--- src/rtl/mdio_pkg.sv ---
package mdio_pkg;
  localparam int FRAME_W = 32;
  localparam int DATA_W  = 16;
  localparam int OP_HI   = 29;
  localparam int OP_LO   = 28;
  localparam logic [1:0] OP_READ = 2'b10;

  typedef enum logic [1:0] {
    RA_FRAME = 2'd0,
    RA_EVENT = 2'd1,
    RA_SPEED = 2'd2,
    RA_NONE  = 2'd3
  } reg_sel_e;
endpackage

--- src/rtl/mdio_clk_gen.sv ---
module mdio_clk_gen #(
  parameter int SPD_W = 6
) (
  input  logic             clk,
  input  logic             rst_n,
  input  logic             run,
  input  logic [SPD_W-1:0] half,
  output logic             mdc,
  output logic             rise_stb,
  output logic             fall_stb
);
  logic [SPD_W-1:0] cnt;
  logic             tick;

  assign tick     = run && (half != '0) && (cnt >= half - 1'b1);
  assign rise_stb = tick && !mdc;
  assign fall_stb = tick && mdc;

  always_ff @(posedge clk) begin
    if (!rst_n) begin
      cnt <= '0;
      mdc <= 1'b0;
    end else if (!run) begin
      cnt <= '0;
      mdc <= 1'b0;
    end else if (half != '0) begin
      if (tick) begin
        cnt <= '0;
        mdc <= ~mdc;
      end else begin
        cnt <= cnt + 1'b1;
      end
    end
  end

  // clock parks low when no transfer runs
  a_r9_mdc_parks_low: assert property (@(posedge clk) disable iff (!rst_n)
    !run |=> !mdc);
  // zero speed field freezes the clock
  a_r3_zero_speed_frozen: assert property (@(posedge clk) disable iff (!rst_n)
    (run && half == '0) |=> $stable(mdc));
endmodule

--- src/rtl/mdio_serializer.sv ---
module mdio_serializer #(
  parameter int PRE_LEN = 32
) (
  input  logic                        clk,
  input  logic                        rst_n,
  input  logic                        start,
  input  logic [mdio_pkg::FRAME_W-1:0] cmd,
  input  logic                        rise_stb,
  input  logic                        fall_stb,
  input  logic                        mdio_i,
  output logic                        active,
  output logic                        finish,
  output logic                        is_read,
  output logic [mdio_pkg::DATA_W-1:0]  rd_data,
  output logic                        mdio_o,
  output logic                        mdio_oe
);
  import mdio_pkg::*;

  localparam int TOT     = PRE_LEN + FRAME_W;
  localparam int IW      = $clog2(TOT);
  localparam int CAP_IDX = TOT - DATA_W;
  localparam int REL_IDX = CAP_IDX - 1;

  logic [TOT-1:0]    sr;
  logic [IW-1:0]     idx;
  logic [DATA_W-1:0] cap;
  logic              last_bit;

  assign last_bit = (idx == IW'(TOT - 1));
  assign finish   = active && fall_stb && last_bit;
  assign rd_data  = cap;
  assign mdio_o   = active ? sr[TOT-1] : 1'b1;
  assign mdio_oe  = active && !(is_read && idx >= IW'(REL_IDX));

  always_ff @(posedge clk) begin
    if (!rst_n) begin
      sr      <= '1;
      idx     <= '0;
      cap     <= '0;
      active  <= 1'b0;
      is_read <= 1'b0;
    end else if (start) begin
      sr      <= {{PRE_LEN{1'b1}}, cmd};
      idx     <= '0;
      cap     <= '0;
      active  <= 1'b1;
      is_read <= (cmd[OP_HI:OP_LO] == OP_READ);
    end else if (active) begin
      if (rise_stb && is_read && idx >= IW'(CAP_IDX))
        cap <= {cap[DATA_W-2:0], mdio_i};
      if (fall_stb) begin
        if (last_bit) begin
          active <= 1'b0;
        end else begin
          idx <= idx + 1'b1;
          sr  <= {sr[TOT-2:0], 1'b1};
        end
      end
    end
  end

  // data only moves on a falling clock strobe
  a_r4_hold_until_fall: assert property (@(posedge clk) disable iff (!rst_n)
    (active && !fall_stb && !start) |=> $stable(mdio_o));
  // a finish only ever follows an active transfer
  a_r2_finish_ends_active: assert property (@(posedge clk) disable iff (!rst_n)
    finish |=> !active);
endmodule

--- src/rtl/mdio_frame_master.sv ---
module mdio_frame_master #(
  parameter int SPD_W   = 6,
  parameter int PRE_LEN = 32
) (
  input  logic        clk,
  input  logic        rst_n,
  input  logic        reg_wr,
  input  logic [1:0]  reg_addr,
  input  logic [31:0] reg_wdata,
  output logic [31:0] reg_rdata,
  output logic        mdc,
  output logic        mdio_o,
  output logic        mdio_oe,
  input  logic        mdio_i
);
  import mdio_pkg::*;

  logic [FRAME_W-1:0] frame_q;
  logic [SPD_W-1:0]   spd_q;
  logic               done_q;
  logic               busy, finish, is_read, start;
  logic               rise_stb, fall_stb;
  logic [DATA_W-1:0]  rd_data;
  logic               wr_frame, wr_event, wr_speed;

  assign wr_frame = reg_wr && (reg_addr == RA_FRAME);
  assign wr_event = reg_wr && (reg_addr == RA_EVENT);
  assign wr_speed = reg_wr && (reg_addr == RA_SPEED);
  assign start    = wr_frame && !busy;

  always_ff @(posedge clk) begin
    if (!rst_n) begin
      frame_q <= '0;
      spd_q   <= '0;
      done_q  <= 1'b0;
    end else begin
      if (start)
        frame_q <= reg_wdata;
      else if (finish && is_read)
        frame_q[DATA_W-1:0] <= rd_data;
      if (wr_speed)
        spd_q <= reg_wdata[SPD_W:1];
      if (finish)
        done_q <= 1'b1;
      else if (wr_event && reg_wdata[0])
        done_q <= 1'b0;
    end
  end

  always_comb begin
    case (reg_addr)
      RA_FRAME: reg_rdata = frame_q;
      RA_EVENT: reg_rdata = {30'd0, busy, done_q};
      RA_SPEED: reg_rdata = {{(31 - SPD_W){1'b0}}, spd_q, 1'b0};
      default:  reg_rdata = '0;
    endcase
  end

  mdio_clk_gen #(.SPD_W(SPD_W)) u_clk (
    .clk      (clk),
    .rst_n    (rst_n),
    .run      (busy),
    .half     (spd_q),
    .mdc      (mdc),
    .rise_stb (rise_stb),
    .fall_stb (fall_stb)
  );

  mdio_serializer #(.PRE_LEN(PRE_LEN)) u_ser (
    .clk      (clk),
    .rst_n    (rst_n),
    .start    (start),
    .cmd      (reg_wdata),
    .rise_stb (rise_stb),
    .fall_stb (fall_stb),
    .mdio_i   (mdio_i),
    .active   (busy),
    .finish   (finish),
    .is_read  (is_read),
    .rd_data  (rd_data),
    .mdio_o   (mdio_o),
    .mdio_oe  (mdio_oe)
  );

  // busy dropping always leaves the done flag set
  a_r6_done_when_idle: assert property (@(posedge clk) disable iff (!rst_n)
    $fell(busy) |-> done_q);
  // frame register untouched by a write during a transfer
  a_r8_ignore_busy_write: assert property (@(posedge clk) disable iff (!rst_n)
    (busy && wr_frame && !finish) |=> (frame_q == $past(frame_q)));
  // line released only for a read opcode
  a_r5_release_only_read: assert property (@(posedge clk) disable iff (!rst_n)
    (busy && !mdio_oe) |-> (frame_q[OP_HI:OP_LO] == OP_READ));
  // idle means released line and low clock
  a_r9_idle_released: assert property (@(posedge clk) disable iff (!rst_n)
    !busy |-> (!mdio_oe && !mdc));
endmodule

--- config.mk ---
export PLATFORM = sky130hd
export DESIGN_NAME = mdio_frame_master
export DESIGN_NICKNAME = d
export VERILOG_FILES = /design/src/rtl/mdio_pkg.sv /design/src/rtl/mdio_clk_gen.sv /design/src/rtl/mdio_serializer.sv /design/src/rtl/mdio_frame_master.sv
export SDC_FILE = /design/constraint.sdc
export NUM_CORES = 1
export LEC_CHECK = 0
export CORE_AREA = 2 2 112 114
export CTS_CLUSTER_DIAMETER = 150
export DETAILED_ROUTE_END_ITERATION = 6
export DIE_AREA = 0 0 114 116
export PLACE_DENSITY = 0.71
export SLEW_MARGIN = 20
export SYNTH_ARGS = -nofsm -noshare
export SYNTH_HDL_FRONTEND = slang
export SYNTH_HIERARCHICAL = 1
export SYNTH_SLANG_ARGS = --single-unit
--- constraint.sdc ---
create_clock -name clk -period 6.9 [get_ports clk]
set_clock_uncertainty 0.2 [all_clocks]
set_input_delay 1.725 -clock clk [delete_from_list [all_inputs] [get_ports clk]]
set_output_delay 1.725 -clock clk [all_outputs]
set_load 0.03 [all_outputs]
# Word level (Yosys, flattened, before mapping)
# Cells that the tools add are included.
[totals]
input_bits = 38
mem_bits_rw = 0
output_inout_bits = 35
memories = 0
wordCells = 72
latch_bits = 0
regBits = 134
mem_bits_ro = 0
[op_classes]
reduce_logical = 31
bitwise = 3
div = 0
shifts = 0
n_addsub = 3
n_eq_ne = 5
multipliers = 0
order_cmp = 3
n_mux = 15
[ops]
columns = ["cell", "n"]
rows = [
  ["32-bit two-way mux", 4],
  ["32-bit case mux with 3 select lines", 1],
  ["16-bit two-way mux", 2],
  ["1-bit logical AND", 16],
  ["6-bit by 1-bit adder with 6-bit output (second input constant)", 2],
  ["6-bit >= comparator (second input constant)", 2],
  ["2-bit nonzero test", 4],
  ["1-bit two-way mux", 7],
  ["6-bit == test (second input constant)", 1],
  ["6-bit >= comparator", 1],
  ["6-bit two-way mux", 1],
  ["2-bit AND reduction", 3],
  ["3-bit AND reduction", 2],
  ["6-bit nonzero test", 1],
  ["6-bit by 1-bit subtractor with 6-bit output (second input constant)", 1],
  ["2-bit == test (second input constant)", 2],
  ["1-bit zero test", 3],
  ["1-bit inverter", 3],
  ["2-bit by 1-bit == test with 1-bit output (second input constant)", 1],
  ["2-bit zero test", 1],
  ["2-bit inequality test (second input constant)", 1],
  ["2-bit OR reduction", 1],
]

# Depth between registers and ports, before layout
# Gate-level depths: netlist (run 1).
[depth]
word_depth = 9
depth_mapped = 16

# By module
# The synthesis (run 1) kept the hierarchy.
[modules_own_cells]
columns = ["mod", "cells_each", "n_inst", "area_each_um2", "seq_area_each_um2"]
rows = [
  ["mdio_serializer", 402, 1, 3454.6, 1761.7],
  ["mdio_frame_master", 231, 1, 1854.3, 780.7],
  ["mdio_clk_gen", 64, 1, 559.3, 140.1],
]

# Worst setup path before layout (run 1)
# OpenSTA, ideal clock, no wires.
[synth_path]
path_kind = "in2out"
start = "input port reg_addr[0]"
end = "output port reg_rdata[1]"
arrival_ns = 2.809
slack_ns = 2.166
required_ns = 4.975
n_path_buf = 1
cell_stages = 3
path_cell_list = "clkbuf_1 mux2i_1 o21ai_0"
[synth_via]
elab_chain_cells = 2
word_cells_on_any_way = 4
cone_classes = "eq/ne: 2; mux: 1; reduce/logical: 1"
[synth_rtl]
columns = ["item", "line", "text"]
rows = [
  ["start, declared", "mdio_frame_master.sv:8", "input logic [1:0] reg_addr,"],
  ["2-bit == test, or another cell as far along", "mdio_frame_master.sv:51", "case (reg_addr)"],
  ["32-bit case mux with 3 select lines (*)", "mdio_frame_master.sv:51", ""],
  ["end, declared", "mdio_frame_master.sv:10", "output logic [31:0] reg_rdata,"],
]
# Mark *: on every way between the ends. The rest lies on a longest branch, timed or not.

# Worst setup path in the final report (run 1)
[layout_path]
start = "input port reg_addr[1]"
end = "output port reg_rdata[16]"
# The elaborated chain is that of the path after synthesis.

==> results of run 1 <==
[registers in the layout (all words and copies together), names as in the netlist]
name / cells
spd_q: 6
u_ser/is_read: 1
u_ser/rd_data: 16
u_clk/cnt: 6
u_ser/idx: 6
u_ser/sr: 64
frame_q: 32
u_clk/mdc: 1
done_q: 1
u_ser/active: 1
[cell type report]
class	instances	area [sq um]	area share (%)
Clock inverter	8	118	1.63
Tap cell	147	184	2.56
Inverter	7	31.3	0.435
Timing Repair Buffer	77	753	10.5
Clock buffer	24	512	7.11
Sequential cell	134	2680	37.3
Multi-Input combinational cell	504	2920	40.5
[routing by layer]
| metal | part of all wire (%) | vias to the layer above |
|---|---|---|
| met5 | 0 | - |
| met4 | 1.5 | 0 |
| met3 | 4.2 | 17 |
| met2 | 49 | 94 |
| met1 | 45 | 2328 |
| li1 | - | 2467 |
[where the power goes]
part / internal, W / switching [W] / leakage [nW]
Combinational: 0.0000559 / 0.0000651 / 1.52
Clock: 0.000623 / 0.000314 / 0.312
Sequential: 0.000794 / 0.0000135 / 1.09
Total: 0.00147 / 0.000393 / 2.92
[worst max-delay path by stage]
stage,from,endpoint,slack (ps),cells after the start
floorplan,reg_addr[0],reg_rdata[1],2170,3
global placement,reg_addr[1],reg_rdata[29],1370,5
detailed placement,reg_addr[1],reg_rdata[16],1300,5
CTS,reg_addr[1],reg_rdata[16],1290,5
global route,reg_addr[1],reg_rdata[12],1200,5
finish,reg_addr[1],reg_rdata[16],1310,5
[cell families after synthesis]
family	Yosys count	synth area share (%)
flip-flops	134	45.7
adder cells (fa/ha/maj)	9	1.92
AO/OA/AOI/OAI	135	14.6
buffers and inverters	59	4.88
AND/OR/NAND/NOR	306	23.9
XOR/XNOR	9	1.34
multiplexers	45	7.68
[metrics by stage]
stage / hold slack (ps) / utilization (%) / cells
after floorplan: 230 / - / 697
after global placement: 241 / 55.1 / 869
after detailed placement: 243 / 55.1 / 869
after CTS: 252 / 60.4 / 901
after global routing: 272 / 60.4 / 901
final: 249 / 60.4 / 901
[cell usage after synthesis (3+ instances only)]
cell type	number	area [sq um]
a21boi_0	3	22.5
a21boi_1	13	97.6
a21oi_1	56	280
and2_1	27	169
and3_1	4	25.0
buf_2	11	55.1
buf_6	5	56.3
clkbuf_1	33	124
dfxtp_1	134	2680
ha_1	9	113
inv_1	6	22.5
mux2i_1	45	450
nand2_1	172	646
nand3_1	55	275
nand4_1	4	25.0
nor2_1	17	63.8
nor2b_1	11	68.8
nor3_1	4	20.0
o211ai_1	32	240
o21ai_0	19	95.1
xnor2_1	3	26.3
xor2_1	6	52.6
[worst max-delay path, cell delays in order]
cell and delay [ps]:
clkdlybuf4s50_1 650, nor2_1 190, buf_4 250, and2_1 170
clkdlybuf4s50_1 670
==> flow_metrics.tcl, run 1 <==
set metrics [dict create \
    critPathRequiredTime_ps 4970 \
    placed_area_sq_um 6560 \
    routed_wl_um 12800 \
    fin_ws_ps 1310 \
    grt_pass1_wl_um 21100 \
    cts_buffers 17 \
    p_leak_nw 2.92 \
    synthDistinctLibCells 45 \
    layout_commonest_cell "nand2_1" \
    async_flop_share_pct 0 \
    reg2regPathDepth 15 \
    worstHoldPathType "register to register" \
    syn2layout_area_growth_pct 22.6 \
    drtIter0Drc 374 \
    hold_violations 0 \
    die-area_sq_um 13200 \
    num_antenna_cells 0 \
    syn_avg_cell_area_sq_um 8.42 \
    ant_nets 0 \
    crit_type "input pin to output pin" \
    cts_buffer_depth 2 \
    dp_slack_ps 1300 \
    fillerInstances 1050 \
    hold_start "frame_q[25]$_SDFFE_PN0P_" \
    worstSetupStartpointType "input pin" \
    fp.dieW_um 114 \
    place_hpwl_um 8210 \
    synth_nets 744 \
    maxSlewViolCount 0 \
    min_period_ps 5590 \
    cts_resized 0 \
    grt_usage_pct 19.8 \
    cts_tree "yes" \
    ys.warnings.count 6 \
    grt_util_met2_pct 32.5 \
    maxCapViolCount 0 \
    portBuffers 72 \
    vias 4906 \
    gr-max-usage-layer "met2" \
    met3_usage_pct 6.59 \
    postCtsHoldBufs 0 \
    yosysSeqAreaShare_pct 45.7 \
    arrival_ps 3670 \
    grt_pass1_vias 4536 \
    cts_setup_buffers 0 \
    relSlewSlack_pct 36.1 \
    irDropWorstVdd_v 0.000147 \
    layout_common_cells "nand2_1 (172), dfxtp_1 (134), clkdlybuf4s50_1 (71)" \
    vias_per_cell 5.45 \
    drive_above_1_share_pct 6.50 \
    boundaryPins 73 \
    drc 0 \
    clk_pin_slew_ps 60 \
    worst-path-max-fanout 25 \
    start_util_pct 49.3 \
    antenna_found_initial 0 \
    r2r_slack_ps 3070 \
    design_area_sq_um 7200 \
    core_sq_um 11900 \
    clk_latency_ps 410 \
    root_buffer "clkbuf_16" \
    rows 40 \
    pwr_density_cell_nw_per_um2 259 \
    postSynthCellCount 697 \
    rr_startpoint "spd_q[0]$_SDFFE_PN0P_" \
    holdPathStages 2 \
    grt.overflow.total 0 \
    fin_total_pwr_w 0.00187 \
    rsz0062_at_grt "no" \
    h-tree-depth 4 \
    clkSinkCount 134 \
    ys_dominant_reg_cell "dfxtp_1" \
    synth_edf_count 0 \
    endpoint_kind "output pin" \
    max_freq_mhz 179 \
    die_y_um 116 \
    gp_congestion 0.829 \
    post_drt_wl_per_cell_um 14.2 \
    rr_endpoint "frame_q[9]$_SDFFE_PN0P_" \
    min_to "frame_q[25]$_SDFFE_PN0P_" \
    outcome "completed" \
    grt_start_max_net_pins 101 \
    setup_tns_ps 0 \
    synth_seq_cells 134 \
    globalRouteMet1Util_pct 24.4 \
    synth_area_sq_um 5870 \
    fin_crit_sh_pct 81.1 \
    first_pass_iters 5 \
    worstMarginPinSlew_ps 959 \
    nets 788 \
    setup_violations 0 \
]
Note: power is estimated with default switching activity, not from simulation.
==> run 2, diff against run 1 <==
Clock period 6.9 ns to 5.5 ns, I/O delays scaled along.
==> run 2 against run 1 <==
Effect of this change:
- combinational power grew 26%
- sequential cell count is the same
- worst hold slack improved by 2.4 ps
- die area unchanged
- global-route usage rose by 0.76 points
- power up 24%
- design area is 0.26% lower
- cell count rose by 0.22%
==> flow_metrics.tcl, run 2 (synthesis gave the netlist of run 1 again) <==
set metrics [dict create \
    boundaryPins 73 \
    postCtsHoldBufs 0 \
    ant_nets 0 \
    worstMarginPinSlew_ps 950 \
    placed_area_sq_um 6570 \
    core_sq_um 11900 \
    largest_register_ffs 64 \
    grt.overflow.total 0 \
    endpoint_kind "output pin" \
    die-area_sq_um 13200 \
    setup_tns_ps 0 \
    drc 0 \
    max_freq_mhz 204 \
    finalNonFillerCells 903 \
    grt_start_max_net_pins 74 \
    relSlewSlack_pct 36.7 \
    clkSinkCount 134 \
    routed_wl_um 12900 \
    maxCapViolCount 0 \
    maxSlewViolCount 0 \
    fin_ws_ps 600 \
    num_antenna_cells 0 \
    critPathRequiredTime_ps 3920 \
    pwr_density_cell_nw_per_um2 323 \
    first_pass_iters 5 \
    cts_resized 0 \
    hold_violations 0 \
    outcome "completed" \
    grt_pass1_vias 4490 \
    fin_total_pwr_w 0.00232 \
    arrival_ps 3330 \
    layout_common_cells "nand2_1 (172), dfxtp_1 (134), clkdlybuf4s50_1 (68)" \
    worstSetupStartpointType "input pin" \
    rsz0062_at_grt "no" \
    rows 40 \
    grt_usage_pct 20.6 \
    root_buffer "clkbuf_16" \
    die_y_um 116 \
    portBuffers 72 \
    crit_type "input pin to output pin" \
    cts_buffer_depth 2 \
    gp_congestion 0.813 \
    syn2layout_area_growth_pct 22.3 \
    fp.dieW_um 114 \
    min_period_ps 4900 \
    design_area_sq_um 7180 \
    layout_commonest_cell "nand2_1" \
    post_drt_wl_per_cell_um 14.2 \
    cts_buffers 17 \
    clk_latency_ps 420 \
    regMostFlops "u_ser/sr" \
    fin_crit_sh_pct 89.1 \
    drtIter0Drc 349 \
    setup_violations 0 \
    grt_pass1_wl_um 21800 \
    worstHoldPathType "register to register" \
    vias 4875 \
    h-tree-depth 4 \
    clk_pin_slew_ps 60 \
    place_inst 871 \
    p_leak_nw 2.92 \
    nets 790 \
    irDropWorstVdd_v 0.000207 \
    cts_tree "yes" \
    start_util_pct 49.3 \
    worst-path-max-fanout 25 \
    dp_slack_ps 613 \
    drive_above_1_share_pct 7.28 \
    cts_setup_buffers 0 \
    antenna_found_initial 0 \
    place_hpwl_um 8350 \
    vias_per_cell 5.40 \
]
-- run 2: cell types whose count changed in the layout (fill, tap and decap cells not counted), sizes merged --
cell,delta
clkinv,+3
clkdlybuf4s50,-3
buf,+5
clkinvlp,+2
clkbuf,-5
-- run 2: per-layer routing --
layer | GRT usage, % | part of all wire, % | vias to the layer above
li1 | - | - | 2470
met5 | 0 | 0 | -
met3 | 6.49 | 5.0 | 16
met2 | 33.6 | 49 | 117
met4 | 6.75 | 1.4 | 0
met1 | 26.0 | 45 | 2272
-- run 2: cell type report --
class	instances	area (sq um)
repair buffers	79	761
flip-flops and latches	134	2680
fillers	1035	4730
multi-input cells	504	2910
well taps	147	184
clock buffers	19	453
clock inverters	13	155
inverters	7	31.3
-- run 2: power breakdown --
group | switching [W] | internal, W | leakage [nW]
logic | 0.0000820 | 0.0000702 | 1.53
registers | 0.0000170 | 0.000995 | 1.09
clock network | 0.000419 | 0.000733 | 0.295
total | 0.000518 | 0.00180 | 2.92
-- run 2: critical path, stage by stage --
cell and delay [ps]:
clkdlybuf4s50_1 660, nor2_1 190, buf_4 250, and2_1 170
clkdlybuf4s50_1 670
-- run 2: final timing paths --
kind | to | cells past startpoint | slack, ps | from
setup reg to reg | u_ser/sr[31]$_SDFFE_PN1P_ | 12 | 1730 | spd_q[2]$_SDFFE_PN0P_
hold reg to reg | frame_q[24]$_SDFFE_PN0P_ | 2 | 250 | frame_q[24]$_SDFFE_PN0P_
setup / recovery | reg_rdata[16] | 5 | 600 | reg_addr[1]
hold / removal | frame_q[24]$_SDFFE_PN0P_ | 2 | 250 | frame_q[24]$_SDFFE_PN0P_
-- run 2: per-stage QoR --
stage	util, %	hold WS, ps
2_1_floorplan	-	230
3_3_place_gp	55.1	240
3_5_place_dp	55.1	245
4_1_cts	60.2	253
5_1_grt	60.3	273
6_report	60.3	252
==> run 3, diff against run 2 <==
Settings changed: CAP_MARGIN set to 20.
==> results of run 3 <==
No change in the layout: final DEF, timing and power equal those of run 2.
